**src/rtl/pgx_pkg.sv**
```systemverilog
package pgx_pkg;

  typedef enum logic [1:0] {
    ACC_READ  = 2'd0,
    ACC_WRITE = 2'd1,
    ACC_FETCH = 2'd2
  } acc_e;

  typedef enum logic [2:0] {
    CAUSE_NONE    = 3'd0,
    CAUSE_MISSING = 3'd1,
    CAUSE_RANGE   = 3'd2,
    CAUSE_PRIVATE = 3'd3,
    CAUSE_WPROT   = 3'd4
  } cause_e;

  // Entry flag positions (fixed by the entry layout)
  localparam int PTE_RES_BIT = 15;
  localparam int PTE_PUB_BIT = 14;
  localparam int PTE_WEN_BIT = 13;

endpackage

```
**src/rtl/pgx_pte_store.sv**
```systemverilog
// Two-space page table: synchronous write, registered read (block RAM shape).
module pgx_pte_store #(
  parameter int AW = 8,
  parameter int DW = 16
) (
  input  logic          clk,
  input  logic          we,
  input  logic [AW-1:0] waddr,
  input  logic [DW-1:0] wdata,
  input  logic          re,
  input  logic [AW-1:0] raddr,
  output logic [DW-1:0] rdata
);
  localparam int DEPTH = 1 << AW;

  logic [DW-1:0] mem [DEPTH];

  always_ff @(posedge clk) begin
    if (we) mem[waddr] <= wdata;
  end

  always_ff @(posedge clk) begin
    if (re) rdata <= mem[raddr];
  end
endmodule

```
**src/rtl/pgx_ctx.sv**
```systemverilog
// Mode register and private-fetch flag.
module pgx_ctx (
  input  logic clk,
  input  logic rst,
  input  logic mode_we,
  input  logic mode_in,
  input  logic fetch_done,
  input  logic fetch_priv,
  output logic mode_q,
  output logic priv_q
);
  always_ff @(posedge clk) begin
    if (rst) begin
      mode_q <= 1'b0;
      priv_q <= 1'b0;
    end else begin
      if (mode_we)    mode_q <= mode_in;
      if (fetch_done) priv_q <= fetch_priv;
    end
  end
endmodule

```
**src/rtl/pgx_check.sv**
```systemverilog
// Combinational grading of one access against its entry.
module pgx_check
  import pgx_pkg::*;
#(
  parameter int VA_W       = 16,
  parameter int OFF_W      = 9,
  parameter int PPN_W      = 9,
  parameter int PHYS_PAGES = 496,
  parameter logic [15:0] ENTRY_OP = 16'o000401
) (
  input  logic                    en,
  input  acc_e                    kind,
  input  logic [VA_W-1:0]         vaddr,
  input  logic [15:0]             pte,
  input  logic [15:0]             iword,
  input  logic                    priv_ctx,
  output cause_e                  cause,
  output logic [PPN_W+OFF_W-1:0]  paddr,
  output logic                    page_priv
);
  localparam int PA_W = PPN_W + OFF_W;

  logic [PPN_W-1:0] ppn;
  logic resident, is_public, wr_ok, entry_hit, unused_pte;

  assign ppn        = pte[PPN_W-1:0];
  assign resident   = pte[PTE_RES_BIT];
  assign is_public  = pte[PTE_PUB_BIT];
  assign wr_ok      = pte[PTE_WEN_BIT];
  assign entry_hit  = (kind == ACC_FETCH) && (iword == ENTRY_OP);
  assign unused_pte = ^pte[PTE_WEN_BIT-1:PPN_W];

  always_comb begin
    cause     = CAUSE_NONE;
    paddr     = {ppn, vaddr[OFF_W-1:0]};
    page_priv = 1'b0;
    if (!en) begin
      paddr = PA_W'(vaddr);
    end else begin
      page_priv = ~is_public;
      if (!resident)
        cause = CAUSE_MISSING;
      else if (ppn >= PPN_W'(PHYS_PAGES))
        cause = CAUSE_RANGE;
      else if (!is_public && !priv_ctx && !entry_hit)
        cause = CAUSE_PRIVATE;
      else if (kind == ACC_WRITE && !wr_ok)
        cause = CAUSE_WPROT;
    end
  end
endmodule

```
**src/rtl/pgx_translate.sv**
```systemverilog
module pgx_translate
  import pgx_pkg::*;
#(
  parameter int VA_W       = 16,
  parameter int OFF_W      = 9,
  parameter int PPN_W      = 9,
  parameter int PHYS_PAGES = 496,
  parameter logic [15:0] ENTRY_OP = 16'o000401,
  localparam int VPN_W = VA_W - OFF_W,
  localparam int PA_W  = PPN_W + OFF_W,
  localparam int TA_W  = VPN_W + 1
) (
  input  logic             clk,
  input  logic             rst,
  input  logic             xlat_en,
  input  logic             mode_we,
  input  logic             mode_in,
  input  logic             tbl_we,
  input  logic             tbl_mode,
  input  logic [VPN_W-1:0] tbl_vpn,
  input  logic [15:0]      tbl_data,
  input  logic             req_valid,
  input  logic [1:0]       req_kind,
  input  logic [VA_W-1:0]  req_vaddr,
  input  logic [15:0]      req_iword,
  output logic             rsp_valid,
  output logic             rsp_grant,
  output logic [2:0]       rsp_cause,
  output logic [PA_W-1:0]  rsp_paddr
);
  logic mode_q, priv_q;
  logic [15:0] pte_rd;

  // stage 1: captured request while table is read
  logic            s1_valid, s1_en;
  acc_e            s1_kind;
  logic [VA_W-1:0] s1_vaddr;
  logic [15:0]     s1_iword;

  // stage 2 combinational grade
  cause_e          chk_cause;
  logic [PA_W-1:0] chk_paddr;
  logic            chk_priv, fetch_done;

  cause_e          cause_q;

  pgx_ctx u_ctx (
    .clk        (clk),
    .rst        (rst),
    .mode_we    (mode_we),
    .mode_in    (mode_in),
    .fetch_done (fetch_done),
    .fetch_priv (chk_priv),
    .mode_q     (mode_q),
    .priv_q     (priv_q)
  );

  pgx_pte_store #(.AW(TA_W), .DW(16)) u_store (
    .clk   (clk),
    .we    (tbl_we),
    .waddr ({tbl_mode, tbl_vpn}),
    .wdata (tbl_data),
    .re    (req_valid),
    .raddr ({mode_q, req_vaddr[VA_W-1:OFF_W]}),
    .rdata (pte_rd)
  );

  always_ff @(posedge clk) begin
    if (rst) begin
      s1_valid <= 1'b0;
      s1_en    <= 1'b0;
      s1_kind  <= ACC_READ;
      s1_vaddr <= '0;
      s1_iword <= '0;
    end else begin
      s1_valid <= req_valid;
      if (req_valid) begin
        s1_en    <= xlat_en;
        s1_kind  <= acc_e'(req_kind);
        s1_vaddr <= req_vaddr;
        s1_iword <= req_iword;
      end
    end
  end

  pgx_check #(
    .VA_W(VA_W), .OFF_W(OFF_W), .PPN_W(PPN_W),
    .PHYS_PAGES(PHYS_PAGES), .ENTRY_OP(ENTRY_OP)
  ) u_check (
    .en        (s1_en),
    .kind      (s1_kind),
    .vaddr     (s1_vaddr),
    .pte       (pte_rd),
    .iword     (s1_iword),
    .priv_ctx  (priv_q),
    .cause     (chk_cause),
    .paddr     (chk_paddr),
    .page_priv (chk_priv)
  );

  assign fetch_done = s1_valid && (s1_kind == ACC_FETCH) && (chk_cause == CAUSE_NONE);

  always_ff @(posedge clk) begin
    if (rst) begin
      rsp_valid <= 1'b0;
      rsp_grant <= 1'b0;
      cause_q   <= CAUSE_NONE;
      rsp_paddr <= '0;
    end else begin
      rsp_valid <= s1_valid;
      if (s1_valid) begin
        rsp_grant <= (chk_cause == CAUSE_NONE);
        cause_q   <= chk_cause;
        rsp_paddr <= (chk_cause == CAUSE_NONE) ? chk_paddr : '0;
      end
    end
  end

  assign rsp_cause = cause_q;
endmodule

```
**config.mk**
```make
export PLATFORM = sky130hd
export DESIGN_NAME = pgx_translate
export DESIGN_NICKNAME = d
export VERILOG_FILES = /design/src/rtl/pgx_pkg.sv /design/src/rtl/pgx_pte_store.sv /design/src/rtl/pgx_ctx.sv /design/src/rtl/pgx_check.sv /design/src/rtl/pgx_translate.sv
export SDC_FILE = /design/constraint.sdc
export NUM_CORES = 2
export LEC_CHECK = 0
export BUFFER_PORTS_ARGS = -buffer_cell sky130_fd_sc_hd__clkbuf_2
export CAP_MARGIN = 25
export CORE_ASPECT_RATIO = 0.75
export CORE_MARGIN = 1
export CORE_UTILIZATION = 30
export CTS_CLUSTER_SIZE = 14
export DETAILED_ROUTE_END_ITERATION = 16
export GPL_ROUTABILITY_DRIVEN = 0
export PLACE_DENSITY = 0.53
export SYNTH_ARGS = -nofsm -noshare
export SYNTH_HDL_FRONTEND = slang
export SYNTH_SLANG_ARGS = --single-unit
```
**constraint.sdc**
```tcl
create_clock -name clk -period 8 [get_ports clk]
set_input_delay 1.6 -clock clk [delete_from_list [all_inputs] [get_ports clk]]
set_output_delay 1.6 -clock clk [all_outputs]
set_load 0.02 [all_outputs]
```
==> impl_metrics.py <==
metrics = {
    "run_status": {
        "status": "completed",
    },
    "clock_tree": {
        "tritoncts": "done",
        "cts_root_buf": "clkbuf_16",
        "cts-buffers-inserted": 294,
        "hold_buffers": 0,
        "post_cts_buffers": 0,
        "clk_latency_ns": 0.88,
        "h-tree-depth": 5,
        "cts_resized": 0,
        "cts_num_sinks": 3145,
        "clkTransAtPathRegs_ns": 0.06,
        "cts.path.max_buffers": 4,
    },
    "routing": {
        "routedWlPerCell_um": 28.4,
        "route.detailed.drc": 0,
        "drt_pass1_iterations": 5,
        "drt_iter0_markers": 7298,
        "viasPerCell": 5.20,
        "postRouteAntennaNets": 0,
        "drt_wl_total_um": 326000,
        "vias": 59680,
    },
    "power_and_ir_drop": {
        "comb_power_share_pct": 5.0,
        "switching_share_pct": 21.7,
        "power_mw": 33.2,
        "pwr-share-clk_pct": 40.2,
        "power_frac_seq_pct": 54.8,
        "power_density_mw_per_mm2": 241,
        "p_leak_nw": 42.3,
        "power.switching_mw": 7.20,
        "ir_worst_vdd_uv": 172,
        "p_int_mw": 26.0,
    },
    "placement": {
        "port-buffer-count": 83,
        "place_hpwl_um": 195000,
        "dp_cells": 10967,
    },
    "setup_path": {
        "worst-path-max-fanout": 49,
        "crit_type": "in2reg",
        "cp-startpoint": "req_vaddr[10]",
        "crit_end": "u_store.rdata[15]",
        "r2r_setup_slack_ns": 4.35,
        "arrival_ns": 5.89,
        "crit_top_cell": "buf_4",
        "cpPeakStageDelay_ns": 1.04,
        "worst_setup_path_start_kind": "input pin",
        "crit_chain": "buf_8 -> buf_4 -> buf_4 -> mux4_2 -> a22oi_1 -> a21oi_1 -> nor4_1 -> buf_4 -> nor4_1",
        "slowest_stage": "nor4_1",
        "cp-end-kind": "flip-flop",
        "r2r_end": "u_store.rdata[15]",
        "reg2reg_depth": 8,
        "cp.required_ns": 8.59,
        "r2r_start": "u_ctx.mode_q",
    },
    "synth": {
        "synthArstFlopShare_pct": 0,
        "syn_area_mm2": 0.120,
        "syn_inst": 5600,
        "synth-edff-count": 3084,
        "ys_warn_count": 0,
        "synth-seq-cells": 3145,
        "ys.flop_type": "edfxtp_1",
        "seq_area_frac_synth_pct": 78.1,
        "ys_types": 64,
        "avgSynthCellArea_um2": 21.5,
        "syn-num-nets": 5665,
    },
    "floorplan": {
        "ioPinCount": 88,
        "die_h_um": 550,
        "dieArea_mm2": 0.403,
        "start_util_pct": 30.3,
        "rows": 200,
        "core_mm2": 0.397,
        "die_w_um": 733,
    },
    "global_route": {
        "grt_max_degree": 176,
        "grt_pass1_wl_um": 457000,
        "grt_usage_pct": 15.7,
        "antenna_found_initial": 28,
        "grt_use_met1_pct": 23.8,
        "first_global_vias": 59021,
        "busiest_layer": "met1",
        "grtUsageMet3_pct": 4.16,
        "overflow": 0,
        "met2_usage_pct": 22.8,
    },
    "final_layout": {
        "instances_no_fill": 11480,
        "utilization_pct": 34.7,
        "drive_gt1_share_pct": 25.5,
        "finalNetCount": 6098,
        "area_delta_synth_final_pct": 14.6,
    },
    "timing": {
        "fin_worst_skew_ns": 0.0445,
        "hold_viol": 0,
        "slew_viol_final": 0,
        "rsz0062_at_grt": "false",
        "fin_tns_setup_ns": 0,
        "max_freq_ghz": 0.188,
        "slew_headroom_pct": 13.4,
        "post-route-min-period_ns": 5.31,
        "setup_violations": 0,
        "min_period_over_period_pct": 66.4,
        "worstMarginPinSlew_ns": 1.30,
    },
    "flow_run": {
        "max-cap-violations": 0,
    },
    "hold_path": {
        "hold_class": "reg2reg",
    },
}
worst max-delay path: cells and delay by family:
kind | cells | cell delay [ns]
and+or+nand+nor | 2 | 1.10
AOI/OAI and AO/OA | 2 | 0.54
muxes | 1 | 0.46
buffers and inverters | 4 | 2.00
logic make-up after synthesis:
group                  synth area share [%]
AND/OR/NAND/NOR                        2.03
buffers and inverters                  1.60
multiplexers                           14.3
flip-flops                             78.1
AO/OA/AOI/OAI                          4.02
stage by stage:
| step | hold WS [ns] | instance area, µm² | setup WS, ns |
|---|---|---|---|
| 6_report | 0.467 | 138000 | 2.69 |
| 5_1_grt | 0.485 | 138000 | 2.63 |
| 4_1_cts | 0.471 | 137000 | 2.69 |
| 3_5_place_dp | 0.455 | 129000 | 1.78 |
| 3_3_place_gp | 0.450 | 128000 | 1.76 |
| 2_1_floorplan | 0.442 | 120000 | 4.41 |
cell type report:
cell class              instances  area [µm²]
diodes                          3        7.51
clock buffers                 363        7760
clock inverters               125         952
fillers                     36700      259000
inverters                       7        26.3
multi-input cells            2099       24600
flip-flops and latches       3145       93800
well taps                    5252        6570
repair buffers                486        4030
worst min-delay path by stage:
stage	start	end	slack [ns]	cells past startpoint
detailed placement	s1_vaddr[7]	rsp_paddr[7]	0.46	1
floorplan	s1_vaddr[0]	rsp_paddr[0]	0.44	1
finish	s1_vaddr[5]	rsp_paddr[5]	0.47	1
global placement	s1_vaddr[4]	rsp_paddr[4]	0.45	1
CTS	s1_vaddr[5]	rsp_paddr[5]	0.47	1
global route	s1_vaddr[1]	rsp_paddr[1]	0.49	1
cells in the final DEF, fill, tap and decap left out, types with 9 or more instances in the layout:
cell and instances:
nand2_1 44, o221ai_1 59, o21ai_0 30, nor2_1 329, mux4_2 668, a32oi_1 9, dfxtp_1 61, a22oi_1 304
nor2b_1 10, buf_12 17, clkbuf_2 69, clkbuf_16 304, a41oi_1 11, edfxtp_1 3084, buf_4 335, a21oi_1 160
clkinv_1 61, a21boi_0 21, buf_8 20, nand4_1 10, nand3_1 24, mux2i_1 187, a22o_1 20, nor3_1 13
a221oi_1 32, nor2_2 14, nor4_1 47, clkinv_2 37, mux2_2 19, buf_6 38, bufinv_16 13, clkbuf_1 62
state kept, by name, indices dropped and copies added (netlist names):
| name | cells |
|---|---|
| rsp_valid | 1 |
| rsp_paddr | 18 |
| rsp_grant | 1 |
| u_ctx.priv_q | 1 |
| u_store.mem | 3072 |
| rsp_cause | 3 |
| s1_vaddr | 16 |
| u_store.rdata | 12 |
| u_ctx.mode_q | 1 |
| s1_en | 1 |
| s1_iword | 16 |
| s1_kind | 2 |
| s1_valid | 1 |
cell usage after synthesis, types with 2 or more instances:
master / n / share of area, %
nand3_1: 30 / 0.12
and3b_1: 3 / 0.022
nor2_1: 345 / 1.1
and4b_1: 2 / 0.017
nand4_1: 10 / 0.052
nor2b_1: 14 / 0.073
o22ai_1: 4 / 0.021
a211oi_1: 6 / 0.037
buf_12: 2 / 0.033
and2_1: 3 / 0.016
buf_6: 21 / 0.20
o211ai_1: 3 / 0.019
buf_2: 97 / 0.40
nor3_1: 13 / 0.054
nor4_1: 53 / 0.28
buf_8: 6 / 0.075
nor3b_1: 4 / 0.025
a32oi_1: 9 / 0.066
a22o_1: 20 / 0.15
edfxtp_1: 3084 / 77
o21ai_0: 30 / 0.12
a21boi_0: 21 / 0.13
mux4_2: 668 / 13
buf_1: 20 / 0.062
or2_2: 2 / 0.010
nand2_1: 45 / 0.14
o21ai_1: 2 / 0.0083
buf_4: 56 / 0.35
a41oi_1: 11 / 0.080
dfxtp_1: 61 / 1.0
mux2_2: 19 / 0.18
nand3b_1: 2 / 0.012
a32o_1: 2 / 0.017
mux2i_1: 187 / 1.6
a21oi_1: 160 / 0.67
inv_1: 7 / 0.022
nand2b_1: 7 / 0.036
a211o_1: 3 / 0.022
a221oi_1: 32 / 0.23
a22oi_1: 304 / 1.9
and3_1: 2 / 0.010
o221ai_1: 59 / 0.43
a31oi_1: 4 / 0.021
clkbuf_1: 147 / 0.46
metal layers:
layer	wire length, µm	up-vias
met2	140000	2518
met1	147000	32291
met5	0	-
met3	32600	399
met4	5820	0
li1	-	24472
power by group through the flow:
stage          Combinational [mW]  Sequential [mW]  Clock [mW]
2_1_floorplan               0.851             18.5           0
3_3_place_gp                 1.64             18.5           0
3_5_place_dp                 1.67             18.5           0
4_1_cts                      1.68             18.2        13.6
5_1_grt                      1.76             18.2        14.2
6_report                     1.66             18.2        13.3
No activity file was read; power rests on OpenSTA's default activity.
